[src/rtl/wdt_pkg.sv]
package wdt_pkg;

    typedef enum logic [2:0] {
        ST_OFF     = 3'd0,
        ST_HOLD    = 3'd1,
        ST_RUN     = 3'd2,
        ST_TRIPPED = 3'd3,
        ST_LOWV    = 3'd4
    } wdt_state_e;

endpackage

[src/rtl/wdt_in_sync.sv]
module wdt_in_sync #(
    parameter int STAGES = 2
) (
    input  logic clk,
    input  logic rst_n,
    input  logic async_in,
    output logic level,
    output logic toggled
);
    localparam int LAST = STAGES - 1;

    logic [LAST:0] chain_q;
    logic          prev_q;

    always_ff @(posedge clk or negedge rst_n) begin
        if (!rst_n) chain_q[0] <= 1'b0;
        else        chain_q[0] <= async_in;
    end

    generate
        for (genvar i = 1; i < STAGES; i++) begin : g_stage
            always_ff @(posedge clk or negedge rst_n) begin
                if (!rst_n) chain_q[i] <= 1'b0;
                else        chain_q[i] <= chain_q[i-1];
            end
        end
    endgenerate

    always_ff @(posedge clk or negedge rst_n) begin
        if (!rst_n) prev_q <= 1'b0;
        else        prev_q <= chain_q[LAST];
    end

    assign level   = chain_q[LAST];
    assign toggled = chain_q[LAST] ^ prev_q;
endmodule

[src/rtl/wdt_timer.sv]
module wdt_timer #(
    parameter int TWD_CYCLES = 80_000_000
) (
    input  logic                          clk,
    input  logic                          rst_n,
    input  logic                          run,
    input  logic                          clr,
    output logic                          expired,
    output logic [$clog2(TWD_CYCLES)-1:0] count
);
    localparam int            CW       = $clog2(TWD_CYCLES);
    localparam logic [CW-1:0] LAST_VAL = CW'(TWD_CYCLES - 1);

    logic [CW-1:0] cnt_q;
    logic          at_limit;

    // the edge clear wins over the limit in the same cycle
    assign at_limit = (cnt_q == LAST_VAL);
    assign expired  = run && !clr && at_limit;

    always_ff @(posedge clk or negedge rst_n) begin
        if (!rst_n)                  cnt_q <= '0;
        else if (!run || clr || expired) cnt_q <= '0;
        else                         cnt_q <= cnt_q + CW'(1);
    end

    assign count = cnt_q;
endmodule

[src/rtl/wdt_fsm.sv]
module wdt_fsm
    import wdt_pkg::*;
(
    input  logic       clk,
    input  logic       rst_n,
    input  logic       enable,
    input  logic       supply_ok,
    input  logic       sys_rst,
    input  logic       man_rst_n,
    input  logic       edge_seen,
    input  logic       expired,
    output wdt_state_e state,
    output logic       out_n
);
    wdt_state_e state_q;
    wdt_state_e state_d;

    always_comb begin
        state_d = state_q;
        if (!enable) begin
            state_d = ST_OFF;
        end else if (!supply_ok) begin
            state_d = ST_LOWV;
        end else begin
            unique case (state_q)
                ST_OFF, ST_LOWV: state_d = sys_rst ? ST_HOLD : ST_RUN;
                ST_HOLD: begin
                    if (!sys_rst) state_d = ST_RUN;
                end
                ST_RUN: begin
                    if (sys_rst)      state_d = ST_HOLD;
                    else if (expired) state_d = ST_TRIPPED;
                end
                ST_TRIPPED: begin
                    if (edge_seen || !man_rst_n)
                        state_d = sys_rst ? ST_HOLD : ST_RUN;
                end
                default: state_d = ST_OFF;
            endcase
        end
    end

    always_ff @(posedge clk or negedge rst_n) begin
        if (!rst_n) state_q <= ST_OFF;
        else        state_q <= state_d;
    end

    always_comb begin
        out_n = !((state_q == ST_TRIPPED) || (state_q == ST_LOWV));
    end

    assign state = state_q;
endmodule

[src/rtl/wdt_guard.sv]
module wdt_guard
    import wdt_pkg::*;
#(
    parameter int TWD_CYCLES  = 80_000_000,
    parameter int SYNC_STAGES = 2
) (
    input  logic clk,
    input  logic rst_n,
    input  logic wdt_in,
    input  logic sys_rst,
    input  logic supply_ok,
    input  logic man_rst_n,
    input  logic enable,
    output logic wdt_out_n
);
    localparam int CW = $clog2(TWD_CYCLES);

    wdt_state_e    state_q;
    logic          edge_seen;
    logic          in_level;
    logic          timer_run;
    logic          expired;
    logic [CW-1:0] cnt_q;

    wdt_in_sync #(.STAGES(SYNC_STAGES)) u_sync (
        .clk      (clk),
        .rst_n    (rst_n),
        .async_in (wdt_in),
        .level    (in_level),
        .toggled  (edge_seen)
    );

    assign timer_run = (state_q == ST_RUN) && enable && supply_ok && !sys_rst;

    wdt_timer #(.TWD_CYCLES(TWD_CYCLES)) u_timer (
        .clk     (clk),
        .rst_n   (rst_n),
        .run     (timer_run),
        .clr     (edge_seen),
        .expired (expired),
        .count   (cnt_q)
    );

    wdt_fsm u_fsm (
        .clk       (clk),
        .rst_n     (rst_n),
        .enable    (enable),
        .supply_ok (supply_ok),
        .sys_rst   (sys_rst),
        .man_rst_n (man_rst_n),
        .edge_seen (edge_seen),
        .expired   (expired),
        .state     (state_q),
        .out_n     (wdt_out_n)
    );

    logic unused_level;
    assign unused_level = in_level;
endmodule

[config.mk]
export PLATFORM = sky130hd
export DESIGN_NAME = wdt_guard
export DESIGN_NICKNAME = d
export VERILOG_FILES = /design/src/rtl/wdt_pkg.sv /design/src/rtl/wdt_in_sync.sv /design/src/rtl/wdt_timer.sv /design/src/rtl/wdt_fsm.sv /design/src/rtl/wdt_guard.sv
export SDC_FILE = /design/constraint.sdc
export NUM_CORES = 1
export LEC_CHECK = 0
export BUFFER_PORTS_ARGS = -buffer_cell sky130_fd_sc_hd__buf_4
export CORE_MARGIN = 3
export CORE_UTILIZATION = 40
export CTS_CLUSTER_SIZE = 40
export DETAILED_ROUTE_END_ITERATION = 7
export GPL_ROUTABILITY_DRIVEN = 1
export PLACE_DENSITY = 0.67
export SYNTH_ARGS = -nofsm -noshare
export SYNTH_HDL_FRONTEND = slang
export SYNTH_SLANG_ARGS = --single-unit
[constraint.sdc]
create_clock -name clk -period 6.8 [get_ports clk]
set_input_delay 0 -clock clk [delete_from_list [all_inputs] [get_ports clk]]
set_output_delay 0 -clock clk [all_outputs]
set_load 0.01 [all_outputs]
Word-level counts from Yosys, hierarchy flattened:

Cells that the tools add are included.

* flip-flop bits (word level): 33
* input bits: 7
* output and inout port bits: 1
* logic and storage cells: 41

* add/subtract/negate cells: 1
* eq/ne operators: 8
* mux-type cells: 9
* bitwise logic cells: 1
* reductions and logical operators: 17

Operator list (count)
* adder 27 x 1 -> 27 bit, second input constant: 1
* == test 27 bit, second input constant: 1
* two-way mux 27 bit: 1
* two-way mux 3 bit: 6
* one-hot mux 3 bit (4 select lines): 1
* == test 3 x 2 -> 1 bit, second input constant: 2
* logical AND 1 bit: 5
* logical NOT 1 bit: 5
* inequality test 5 x 4 -> 1 bit, second input constant: 1
* logical OR 1 bit: 4
* inequality test 4 x 3 -> 1 bit, second input constant: 1
* inequality test 4 bit, second input constant: 1
* == test 3 x 1 -> 1 bit, second input constant: 1
* == test 3 bit, second input constant: 1
* logical NOT 3 bit: 1
* AND reduction 3 bit: 1
* two-way mux 2 bit: 1
* OR reduction 2 bit: 1
* bitwise XOR 1 bit: 1

Longest topological paths before layout:

* word-level depth: 11
* mapped depth: 6
* gate-level depth less buffers: 5

By module:

A second synthesis with hierarchy kept.

* cell total of the unflattened synthesis: 188
* area total of the unflattened synthesis: 1788.0 µm²

Modules (own cells, without submodules)
* wdt_timer: instances 1, cells each 162, area an instance 1488.9 µm², sequential area each 675.6 µm²
* wdt_fsm: instances 1, cells each 20, area an instance 196.4 µm², sequential area each 75.1 µm²
* wdt_in_sync: instances 1, cells each 4, area an instance 83.8 µm², sequential area each 75.1 µm²
* wdt_guard: instances 1, cells each 2, area an instance 18.8 µm², sequential area each 0.0 µm²

Worst setup path before layout:

No wires, ideal clock.

* path type: reg2reg
* from: reg u_timer.cnt_q[0], in the netlist u_timer.count[0]
* to: reg u_timer.cnt_q[2], in the netlist u_timer.count[2]
* setup time: 137 ps
* arrival: 1986 ps
* data required time: 6663 ps
* slack: 4677 ps
* cell stages (with the launch flop): 7
* path buffers: 1
* clock period less this slack: 2123 ps
* cells stage by stage: dfrtp_1 ha_1 nand3_1 or3_1 nor4_2 buf_2 nor3_1

* word-level cells in the longest chain between the ends: 4
* elaborated cells on any way between the ends: 5
* classes of those cells: 1 x add/sub; 1 x eq/ne; 1 x mux; 2 x reduce/logical

RTL lines
* from (decl): line wdt_timer.sv:14 `logic [CW-1:0] cnt_q;`
* from (signal assigned): line wdt_timer.sv:24 `else cnt_q <= cnt_q + CW'(1);`
* branches (longest 3 deep; another with adder 27 x 1 -> 27 bit)
* two-way mux 27 bit (*): line wdt_timer.sv:23 `else if (!run || clr || expired) cnt_q <= '0;`

Mark *: on every way between the ends.
A chain may end at the register's enable or synchronous reset.

Worst setup path after layout:

* from: reg u_timer.cnt_q[0], in the netlist u_timer.count[0]
* to: reg u_timer.cnt_q[15], in the netlist u_timer.count[15]

Same word-level chain as after synthesis.

==> impl_metrics.tcl <==
set metrics [dict create \
    fp.dieW_um 71.1 \
    cts_root_buf "clkbuf_8" \
    ios 8 \
    drt_iter0_drc 78 \
    antenna_found_initial 0 \
    h-tree-depth 2 \
    skew_ns 0.00596 \
    synthTopCellsByCount "dfrtp_1, nor3_1, nand2_1, a211oi_1, xnor2_1" \
    powerDensity_nw_per_um2 185 \
    hold_path_class "in2reg" \
    finalNetCount 190 \
    leakage_nw 0.693 \
    clock.fmax_mhz 382 \
    fillers 370 \
    cp-start-kind "flip-flop" \
    globalplace.congestion 0.831 \
    outcome "complete, no violations" \
    required_ns 6.92 \
    start_util_pct 41.8 \
    finalSetupViolCount 0 \
    worst_pin_slew_ns 0.963 \
    grt_pass1_wl_um 5770 \
    maxCapViolations 0 \
    final.setup.worst_slack_ns 4.18 \
    overflow 0 \
    yosysUniqueCellTypes 31 \
    async_flop_share_pct 100 \
    wire_per_inst_um 14.2 \
    period_minus_slack_ns 2.62 \
    synth_flop_cell "dfrtp_1" \
    max-slew-margin-rel_pct 35.8 \
    switchingPower_w 0.0000792 \
    maxSlewViolCount 0 \
    vias 1358 \
    synth_area_um2 1690 \
    p_seq_share_pct 56.3 \
    post_cts_buffers 0 \
    synth_top_cell_by_area "dfrtp_1" \
    finalWirelength_um 3300 \
    drtPass1Iterations 4 \
    via_per_inst 5.83 \
    worst_path_max_delay_cell "nor4_4" \
    p_int_w 0.000275 \
    ys_warn_count 0 \
    crit_arrival_ns 2.74 \
    synth-edff-count 0 \
    syn-instance-count 170 \
    place_hpwl_um 2260 \
    place_ws_ns 4.16 \
    synth_seq_cells 33 \
    design.die.area_um2 5050 \
    core_area_um2 4060 \
    cts_buffers 5 \
    num_rows 23 \
    grt_max_degree 34 \
    cts_tree "done" \
    cpPeakStageDelay_ns 0.78 \
    period_share_pct 38.5 \
    grt_use_total_pct 14.3 \
    grt_pass1_vias 1308 \
    yosysMostFrequentCell "dfrtp_1" \
    power.share.switching_pct 22.4 \
    p_clk_share_pct 39.9 \
    synthTopCellsByArea "dfrtp_1, xnor2_1, nor3_1, a211oi_1, or3_1" \
    irDropWorstVdd_mv 0.106 \
    ys_seq_area_share_pct 48.7 \
    drtAntennaViolNets 0 \
    rsz0062_at_grt "no" \
    antenna_cells 0 \
    synth_area_per_cell_um2 9.97 \
    syn-num-nets 178 \
    numClockSinks 33 \
    cp_max_fo 15 \
    port_buffers 7 \
    synth_top_area_share_pct 48.7 \
    p_comb_share_pct 3.9 \
    layout-drive-gt1-share_pct 10.9 \
    path_cells "ha_1 > nand3_1 > or3_1 > nor4_4 > buf_4 > nor3_1" \
    die_h_um 71.1 \
    area_delta_synth_final_pct 12.9 \
    seq_area_um2 826 \
    drc 0 \
    clockBufferDepth 2 \
    setup_tns_ns 0 \
    hold_viol_final 0 \
    insertion_delay_ns 0.29 \
    worstSetupPathType "reg2reg" \
    crit_path_end_kind "flip-flop" \
    clk_pin_slew_ns 0.07 \
    multi_input_area_um2 826 \
]
==> final timing paths <==
| path | start | to | slack [ns] | depth (start not counted) |
|---|---|---|---|---|
| worst min-delay path | sys_rst | u_fsm.state[1] | 0.009 | 3 |
| worst min register to register | u_sync.chain_q[0] | u_sync.level | 0.35 | 0 |
| worst max register to register | u_timer.count[0] | u_timer.count[15] | 4.18 | 6 |
| worst max-delay path | u_timer.count[0] | u_timer.count[15] | 4.18 | 6 |
| min in group asynchronous | rst_n | u_timer.count[22] | 0.18 | 2 |
| max in group asynchronous | rst_n | u_timer.count[2] | 6.32 | 2 |
==> placed cells by master, fill, tap and decap left out, types with 2 or more instances in the layout <==
master / Yosys / routed
dfrtp_1: 33 / 33
inv_1: 4 / 4
nor4b_1: 2 / 2
nor3_1: 16 / 16
nand2_1: 12 / 12
or3_1: 9 / 9
nor3b_1: 2 / 2
o21ai_0: 9 / 9
a211oi_1: 10 / 10
or4_4: 2 / 2
or4_1: 4 / 4
nor2_1: 5 / 5
nor4_1: 3 / 3
a21oi_1: 5 / 5
and4_1: 2 / 2
clkbuf_8: 0 / 5
xor2_1: 4 / 4
nand3_1: 9 / 9
clkinv_2: 0 / 2
xnor2_1: 10 / 10
nand4_1: 7 / 7
o31ai_1: 5 / 5
buf_4: 0 / 8
nand2b_1: 2 / 2
nor2b_1: 2 / 2
dlygate4sd3_1: 0 / 4
==> kinds of logic after synthesis <==
group / Yosys count / synth area share, %
and+or+nand+nor: 80 / 28.3
DFF: 33 / 48.7
AOI/OAI and AO/OA: 31 / 12.0
xor gates and xnor gates: 14 / 7.24
buffers and inverters: 11 / 3.03
adders and majority gates: 1 / 0.738
==> layer usage <==
metal	GRT usage (%)	vias to the layer above	wire, um
li1	-	662	-
met1	18.5	663	1530
met2	22.3	28	1550
met3	3.98	5	185
met4	6.05	0	38
met5	0	-	0
==> registers in the layout, summed over array words and instances (netlist names) <==
signal	flops
u_sync.chain_q	1
u_timer.count	27
u_fsm.state	3
u_sync.prev_q	1
u_sync.level	1
==> area by class of cell <==
type | count | area share [%]
Tap cell | 50 | 3.27
Inverter | 4 | 0.785
Multi-Input combinational cell | 126 | 43.2
Timing Repair Buffer | 12 | 5.24
Clock inverter | 2 | 0.524
Sequential cell | 33 | 43.2
Clock buffer | 6 | 3.80
==> power by group through the flow <==
stage	Combinational, W	Clock [W]	Sequential [W]
after global routing	0.0000154	0.000155	0.000199
after global placement	0.0000115	0	0.000203
after detailed placement	0.0000123	0	0.000203
after CTS	0.0000141	0.000144	0.000199
final	0.0000136	0.000141	0.000199
after floorplan	0.00000385	0	0.000203
==> metrics by stage <==
step / cells / total power, W / hold WS (ns) / area, um2 / utilization, %
6_report: 233 / 0.000354 / 0.00909 / 1910 / 47.1
5_1_grt: 233 / 0.000369 / 0.0221 / 1910 / 47.1
4_1_cts: 233 / 0.000357 / 0.00563 / 1910 / 47.1
3_5_place_dp: 221 / 0.000215 / -0.0272 / 1790 / 44.1
3_3_place_gp: 221 / 0.000214 / -0.0433 / 1790 / 44.1
2_1_floorplan: 170 / 0.000206 / -0.296 / 1690 / -
==> critical path, delay by kind of cell, from the launching register on <==
family	cells	cell delay, ns
simple gates	4	1.54
flops	1	0.40
buf+inv	1	0.32
fa+ha+maj	1	0.20
==> what timing repair did <==
| action | 4_1_cts | 5_1_grt |
|---|---|---|
| hold buffers | 4 | 0 |
| gates resized for setup | 0 | 0 |
| endpoints found under the hold margin | 35 | 0 |
Note: power is estimated with default switching activity, not from simulation.
